`src/rtl/tod_pkg.sv`:
```
package tod_pkg;
  // Number of bits needed to hold values 0..max_val.
  function automatic int unsigned bits_for(input int unsigned max_val);
    int unsigned w;
    w = 1;
    while ((max_val >> w) != 0) w = w + 1;
    return w;
  endfunction
endpackage

```
`src/rtl/tod_wrap_stage.sv`:
```
// One field of the clock: a chain of toggle stages that returns to zero after LAST.
module tod_wrap_stage #(
  parameter int unsigned LAST = 59,
  parameter int unsigned W    = tod_pkg::bits_for(LAST)
) (
  input  logic         clk,
  input  logic         rst_n,
  input  logic         en_i,
  output logic [W-1:0] cnt_o,
  output logic         last_o
);
  localparam logic [W-1:0] LAST_V = W'(LAST);

  logic [W-1:0] cnt_q;
  logic [W:0]   low_ones;
  logic [W-1:0] tgl;

  assign low_ones[0] = 1'b1;

  generate
    for (genvar i = 0; i < W; i++) begin : g_tgl
      assign low_ones[i+1] = low_ones[i] & cnt_q[i];
      assign tgl[i]        = low_ones[i];
    end
  endgenerate

  assign last_o = (cnt_q == LAST_V);

  always_ff @(posedge clk) begin
    if (!rst_n) begin
      cnt_q <= '0;
    end else if (en_i) begin
      if (last_o) cnt_q <= '0;
      else        cnt_q <= cnt_q ^ tgl;
    end
  end

  assign cnt_o = cnt_q;
endmodule

```
`src/rtl/tod_counter.sv`:
```
module tod_counter #(
  parameter int unsigned SEC_LAST = 59,
  parameter int unsigned MIN_LAST = 59,
  parameter int unsigned HR_LAST  = 23,
  localparam int unsigned SEC_W = tod_pkg::bits_for(SEC_LAST),
  localparam int unsigned MIN_W = tod_pkg::bits_for(MIN_LAST),
  localparam int unsigned HR_W  = tod_pkg::bits_for(HR_LAST)
) (
  input  logic             clk,
  input  logic             rst_n,
  output logic [SEC_W-1:0] sec_o,
  output logic [MIN_W-1:0] min_o,
  output logic [HR_W-1:0]  hr_o
);
  logic sec_last, min_last, hr_last;
  logic min_en, hr_en;

  assign min_en = sec_last;
  assign hr_en  = sec_last & min_last;

  tod_wrap_stage #(.LAST(SEC_LAST), .W(SEC_W)) i_sec (
    .clk(clk), .rst_n(rst_n), .en_i(1'b1),  .cnt_o(sec_o), .last_o(sec_last)
  );
  tod_wrap_stage #(.LAST(MIN_LAST), .W(MIN_W)) i_min (
    .clk(clk), .rst_n(rst_n), .en_i(min_en), .cnt_o(min_o), .last_o(min_last)
  );
  tod_wrap_stage #(.LAST(HR_LAST), .W(HR_W)) i_hr (
    .clk(clk), .rst_n(rst_n), .en_i(hr_en),  .cnt_o(hr_o),  .last_o(hr_last)
  );
endmodule

```
`config.mk`:
```
export PLATFORM = sky130hd
export DESIGN_NAME = tod_counter
export DESIGN_NICKNAME = d
export VERILOG_FILES = /design/src/rtl/tod_pkg.sv /design/src/rtl/tod_wrap_stage.sv /design/src/rtl/tod_counter.sv
export SDC_FILE = /design/constraint.sdc
export NUM_CORES = 1
export LEC_CHECK = 0
export BUFFER_PORTS_ARGS = -buffer_cell sky130_fd_sc_hd__buf_2
export CORE_ASPECT_RATIO = 0.7
export CORE_UTILIZATION = 39
export DETAILED_ROUTE_END_ITERATION = 16
export PLACE_DENSITY = 0.67
export SKIP_LAST_GASP = 1
export SLEW_MARGIN = 5
export SYNTH_ARGS = -nofsm -noshare
export SYNTH_HDL_FRONTEND = slang
export SYNTH_SLANG_ARGS = --single-unit
```
`constraint.sdc`:
```
create_clock -name clk -period 2.8 [get_ports clk]
set_input_delay 0.14 -clock clk [delete_from_list [all_inputs] [get_ports clk]]
set_output_delay 0.14 -clock clk [all_outputs]
set_load 0.005 [all_outputs]
```
==> flow_summary_export.csv, run 1 <==
group,metric,value,unit
outcome,status,"complete, no violations",
critical_path,end_kind,"flop",
cells_and_area,final_common_cell,"buf_2",
sta,max_freq,604,MHz
floorplan,core_area,1890,um2
route,wirelength,1.52,mm
clock_network,tritoncts,"built",
clock_network,postCtsResizedCells,0,
yosys,synth_top_area_share,42.8,%
critical_path,critPathRequiredTime,3.02,ns
grt,grt_use_total,15.0,%
route,drtAntennaViolNets,0,
route,route.detailed.wl_per_inst,12.5,um
clock_network,htreeDepth,1,
clock_network,cts-root-buf,"clkbuf_4",
clock_network,post_cts_buffers,0,
sta,slew_viol_final,0,
clock_network,cts.sinks,17,
cells_and_area,drive_gt1_share,26.0,%
critical_path,worstSetupStartpointType,"flop",
critical_path,crit_path_start,"i_min.cnt_o[0]",
cells_and_area,fillers,182,
floorplan,ios,19,
sta,finClkSkew,0.0132,ns
sta,fin_crit_sh,59.1,%
yosys,ys_seq_elements,17,
floorplan,fp.dieW,55.9,um
cells_and_area,antenna_cells,0,
clock_network,cts_max_path_buffers,2,
yosys,syn_area,795,um2
cells_and_area,area_delta_synth_final,17.0,%
clock_network,insertion_delay,0.31,ns
floorplan,start_util,42.1,%
sta,maxSlewHeadroom,70.2,%
floorplan,die_h,39.8,um
floorplan,rows,13,
yosys,post-synth-top-area-cell,"dfxtp_1",
route,drc_errors,0,
clock_network,ctsHoldBuffers,0,
sta,worstMarginPinSlew,0.446,ns
place,port_buffers,18,
yosys,synth_nets,94,
sta,tns,0,ns
clock_network,clk_pin_slew,0.12,ns
cells_and_area,most-common-layout-cells,"18 x buf_2, 17 x dfxtp_1, 11 x ha_1",
power_and_ir_drop,p_leak,0.493,nW
sta,min_period,1.66,ns
clock_network,cts_buffers,3,
job,cap_violations,0,
sta,setup_viol,0,
critical_path,critPathKind,"reg2reg",
route,vias,627,
grt,antenna_found_initial,0,
grt,grt_pass1_wl,2.42,mm
worst_hold_path,hold_path.class,"in2reg",
route,firstDrtPassIters,4,
grt,overflow,0,
route,initialDrtViolationCount,34,
worst_hold_path,min-delay-start,"rst_n",
sta,rsz0062_at_grt,"no",
yosys,synth_area_per_cell,9.81,um2
grt,grt_pass1_vias,523,
sta,hold_violations,0,
cells_and_area,final_nets,114,
sta,fin_worst_hold_slack,0.110,ns
yosys,ys_warn_count,0,
yosys,synth_cell_types,22,
floorplan,dieArea,2220,um2
grt,grt_start_max_net_pins,14,
critical_path,cp_max_fo,4,
power_and_ir_drop,pwr_density_cell,435,nW/um2
yosys,ys_seq_area_share,42.8,%
critical_path,r2r_start,"i_min.cnt_o[0]",
critical_path,arrival,1.88,ns
yosys,syn_inst,81,
yosys,synth_top_cells_by_area,"dfxtp_1 43%, ha_1 17%, a21oi_1 6.3%",
route,viasPerCell,5.14,
power_and_ir_drop,irDropWorstVdd,0.338,mV
place,gp_congestion,0.699,
place,dp.final_hpwl,1.10,mm
## worst max-delay path, cell delays in order (launching register included)
cell and delay [ns]:
dfxtp_1 0.36, ha_1 0.25, ha_1 0.20, ha_1 0.18
ha_1 0.19, nand2b_1 0.14, a311oi_1 0.26
## where the power goes
| part | leakage, nW | total (mW) | internal, mW | switching, mW |
|---|---|---|---|---|
| Combinational | 0.342 | 0.0134 | 0.00588 | 0.00754 |
| Clock | 0.0139 | 0.143 | 0.0545 | 0.0884 |
| Sequential | 0.138 | 0.248 | 0.245 | 0.00302 |
| Total | 0.493 | 0.405 | 0.306 | 0.0990 |
## metrics by stage
stage                     instance area (um2)  util [%]  std cells  power [mW]  worst slack, ns
final                                     930      49.3        122       0.405             1.14
after CTS                                 930      49.3        122       0.408             1.16
after global placement                    900      47.7        118       0.267             1.24
after floorplan                           795         -         81       0.261             1.26
after detailed placement                  900      47.7        118       0.268             1.18
after global routing                      930      49.3        122       0.423             1.00
## cell usage after synthesis (all sizes together)
cell	number
nand3	6
inv	2
nand2b	2
buf	1
a21oi	10
and3	4
nand4b	2
mux2i	1
o21ai	3
nor4	1
xnor2	1
ha	11
dfxtp	17
clkbuf	2
or2	2
nand2	7
a311oi	2
nor2b	1
nor2	4
nand4	1
nand3b	1
## cell families (layout without fill, tap and decap cells)
family / after synthesis / in the layout / share of synthesized area, %
AO/OA/AOI/OAI: 15 / 15 / 10.4
AND/OR/NAND/NOR: 31 / 31 / 24.6
multiplexers: 1 / 1 / 1.26
XOR/XNOR: 1 / 1 / 1.10
buffers and inverters: 5 / 24 / 2.52
adder cells (fa/ha/maj): 11 / 11 / 17.3
flip-flops: 17 / 17 / 42.8
## final timing paths
check                    to  slack, ns  cells after the start
max          i_min.cnt_o[5]       1.14                      6
min reg2reg  i_sec.cnt_o[0]       0.45                      1
max reg2reg  i_min.cnt_o[5]       1.14                      6
min          i_sec.cnt_o[0]       0.11                      3
## routing by layer
layer	track usage (%)	up-vias	share of wire, %	routed length [um]
li1	-	329	-	-
met1	19.3	283	53	810
met2	22.0	13	40	613
met3	6.93	2	5.3	80
met4	5.49	0	0.86	13
met5	0	-	0	0
## flip-flops by register name, summed over array words and instances, names as in the netlist
name and cells:
i_min.cnt_o 6, i_sec.cnt_o 6, i_hr.cnt_o 5
## final cells by class
cell class | instances | area, um2 | area share [%]
flip-flops and latches | 17 | 340 | 36.6
clock buffers | 3 | 22.5 | 2.42
multi-input cells | 59 | 434 | 46.7
repair buffers | 18 | 90.1 | 9.69
inverters | 2 | 7.51 | 0.808
clock inverters | 1 | 7.51 | 0.808
well taps | 22 | 27.5 | 2.96
No activity file was read; power rests on OpenSTA's default activity.
==> inputs of run 2 (changes only) <==
--- a/config.mk
+++ b/config.mk
@@ -5,11 +5,12 @@
 export SDC_FILE = /design/constraint.sdc
 export NUM_CORES = 1
 export LEC_CHECK = 0
+export ABC_AREA = 1
 export BUFFER_PORTS_ARGS = -buffer_cell sky130_fd_sc_hd__buf_2
 export CORE_ASPECT_RATIO = 0.7
 export CORE_UTILIZATION = 39
 export DETAILED_ROUTE_END_ITERATION = 16
-export PLACE_DENSITY = 0.67
+export PLACE_DENSITY = 0.69
 export SKIP_LAST_GASP = 1
 export SLEW_MARGIN = 5
 export SYNTH_ARGS = -nofsm -noshare
==> constraint.sdc (replaced) <==
create_clock -name clk -period 1.3 [get_ports clk]
set_input_delay 0.065 -clock clk [delete_from_list [all_inputs] [get_ports clk]]
set_output_delay 0.065 -clock clk [all_outputs]
set_load 0.005 [all_outputs]
==> run 2 against run 1 <==
Final cell count rose by 35%. Power rose by 120%. Highest routed layer unchanged. Die area rose by 8.9%. Hold slack got worse by 0.0047 ns. Non-clock buffer count rose by 8. Synthesized area rose by 9.3%. Global-route usage rose by 0.57 points. Critical path depth rose by 3. Largest cell class unchanged. The run now ends with negative setup slack left. Clock skew fell by 0.012 ns. Flip-flop and latch count did not move.
==> flow_summary_export.csv, run 2 <==
group,metric,value,unit
outcome,status,"finished with violations",
outcome,violations,"negative setup slack",
yosys,syn_inst,106,
grt,grt_pass1_wl,2.77,mm
cells_and_area,regArea,348,um2
cells_and_area,instances_no_fill,165,
clock_network,tritoncts,"built",
cells_and_area,fillers,161,
route,vias,762,
critical_path,r2r_end,"i_min.cnt_o[5]",
grt,grt_start_max_net_pins,13,
sta,max_freq,742,MHz
worst_hold_path,min-delay-start,"rst_n",
clock_network,ctsHoldBuffers,0,
power_and_ir_drop,pwr_density_cell,713,nW/um2
yosys,ys_seq_elements,17,
cells_and_area,final_common_cell,"nand2_1",
place,gp_congestion,0.738,
cells_and_area,drive_gt1_share,50.4,%
route,firstDrtPassIters,4,
power_and_ir_drop,irDropWorstVdd,0.665,mV
floorplan,ios,19,
route,route.detailed.wl_per_inst,11.0,um
route,viasPerCell,4.62,
sta,hold_violations,0,
route,drc_errors,0,
critical_path,worstSetupStartpointType,"flop",
yosys,synth_top_flop_cell,"dfxtp_1",
sta,finClkSkew,0.00127,ns
sta,maxSlewHeadroom,81.4,%
grt,overflow,0,
sta,setup_slack,-0.0475,ns
sta,rsz0062_at_grt,"yes",
yosys,async_reset_ff_share,0,%
cells_and_area,multi_input_area,621,um2
worst_hold_path,hold_depth,3,
cells_and_area,antenna_cells,0,
cells_and_area,final_util,63.6,%
critical_path,cp_max_fo,2,
yosys,yosys-top-cells-count,"25 x nand2_1, 17 x dfxtp_1, 15 x inv_1",
sta,setup_viol,6,
yosys,synth_area_per_cell,8.19,um2
clock_network,cts_buffers,3,
yosys,post-synth-top-area-cell,"dfxtp_1",
place,dp.final_hpwl,1.17,mm
grt,grt_use_total,15.6,%
place,pre_cts_slack,-0.0543,ns
clock_network,cts-root-buf,"clkbuf_4",
floorplan,start_util,44.1,%
critical_path,critPathKind,"reg2reg",
clock_network,insertion_delay,0.29,ns
floorplan,rows,13,
route,drtAntennaViolNets,0,
cells_and_area,final_nets,149,
yosys,synth-edff-count,0,
yosys,synth_most_common_cell,"nand2_1",
sta,min_period,1.35,ns
place,port_buffers,18,
critical_path,ff2ff_path_depth,9,
worst_hold_path,hold_path.class,"in2reg",
worst_hold_path,min_to,"i_hr.cnt_o[0]",
floorplan,core_area,1970,um2
route,wirelength,1.81,mm
yosys,ys_warn_count,0,
cells_and_area,area_delta_synth_final,44.1,%
yosys,synth_top_cells_by_area,"dfxtp_1 39%, ha_1 16%, nand2_1 11%",
sta,fin_crit_sh,104,%
floorplan,fp.dieW,58.4,um
sta,slew_viol_final,0,
cells_and_area,stdcell_area,1250,um2
critical_path,r2r_setup_slack,-0.05,ns
critical_path,critPathRequiredTime,1.55,ns
critical_path,r2r_start,"i_min.cnt_o[0]",
critical_path,arrival,1.60,ns
grt,grt_pass1_vias,644,
clock_network,clk_pin_slew,0.10,ns
power_and_ir_drop,p_leak,0.589,nW
yosys,synth_top_area_share,39.2,%
sta,worstMarginPinSlew,0.278,ns
yosys,syn_area,868,um2
floorplan,dieArea,2420,um2
critical_path,end_kind,"flop",
clock_network,htreeDepth,1,
critical_path,crit_path_start,"i_min.cnt_o[0]",
grt,antenna_found_initial,0,
yosys,ys_seq_area_share,39.2,%
route,initialDrtViolationCount,12,
yosys,synth_nets,119,
job,cap_violations,0,
place,dp_cells,158,
place,placed_area,1050,um2
clock_network,cts_max_path_buffers,2,
floorplan,die_h,41.5,um
yosys,synth_cell_types,21,
cells_and_area,most-common-layout-cells,"20 x nand2_1, 18 x buf_2, 15 x inv_1",
clock_network,cts.sinks,17,
run 2: cell count changes after synthesis, moves of 4 or more:
cell	change
and3_1	-4
inv_1	+13
o21ai_1	+4
a21oi_1	-5
nor2_1	+9
nand2_1	+18
run 2: timing repair:
action	4_1_cts	5_1_grt
endpoints found under the setup margin	9	16
resized for setup	10	20
pin swaps	7	14
setup buffers	1	2
gates cloned	0	0
run 2: where the power goes:
part,leakage (nW),switching [mW],internal [mW]
sequential,0.140,0.00806,0.530
combinational,0.432,0.0322,0.0298
clock,0.0177,0.178,0.115
total,0.589,0.218,0.674
run 2: worst max path at each step:
stage | to | cells after the start
2_1_floorplan | i_min.cnt_o[5] | 7
3_3_place_gp | i_min.cnt_o[5] | 9
3_5_place_dp | i_min.cnt_o[5] | 9
4_1_cts | i_min.cnt_o[5] | 9
5_1_grt | i_min.cnt_o[5] | 9
6_report | i_min.cnt_o[5] | 9
run 2: area by class of cell:
type,count,share of cell area (%)
multi-input combinational,72,49.6
tap,30,3.00
clock inverter,1,0.400
clock buffer,3,1.80
sequential,17,27.8
inverter,16,4.80
timing repair buffer,26,12.6
run 2: cells by family (layout without fill, tap and decap cells):
family / count (synthesis) / in the layout / share of synthesized area, %
flip-flops: 17 / 17 / 39.2
adder cells (fa/ha/maj): 11 / 11 / 15.8
AND/OR/NAND/NOR: 47 / 47 / 25.8
XOR/XNOR: 1 / 1 / 1.01
buffers and inverters: 17 / 46 / 8.50
AO/OA/AOI/OAI: 13 / 13 / 9.66
run 2: metrics by stage:
step | hold slack [ns] | power [mW] | setup TNS [ns]
2_1_floorplan | 0.232 | 0.576 | 0
3_3_place_gp | 0.402 | 0.592 | -0.0201
3_5_place_dp | 0.406 | 0.593 | -0.105
4_1_cts | 0.0881 | 0.904 | -0.0800
5_1_grt | 0.0825 | 0.951 | -1.22
6_report | 0.106 | 0.892 | -0.138
run 2: worst max-delay path: stages (launching register included):
cell and delay, ns:
dfxtp_2 0.35, ha_4 0.16, ha_4 0.16, ha_4 0.15, ha_4 0.15, nand2_2 0.05
nand2_1 0.04, o21ai_1 0.12, nand2_1 0.06, inv_1 0.04
run 2: metal layers:
metal,wire [um],up-vias,part of all wire (%),global-route usage [%]
li1,-,397,-,-
met1,839,346,46,19.3
met2,871,15,48,24.8
met3,77,4,4.2,6.54
met4,24,0,1.3,4.29
met5,0,-,0,0
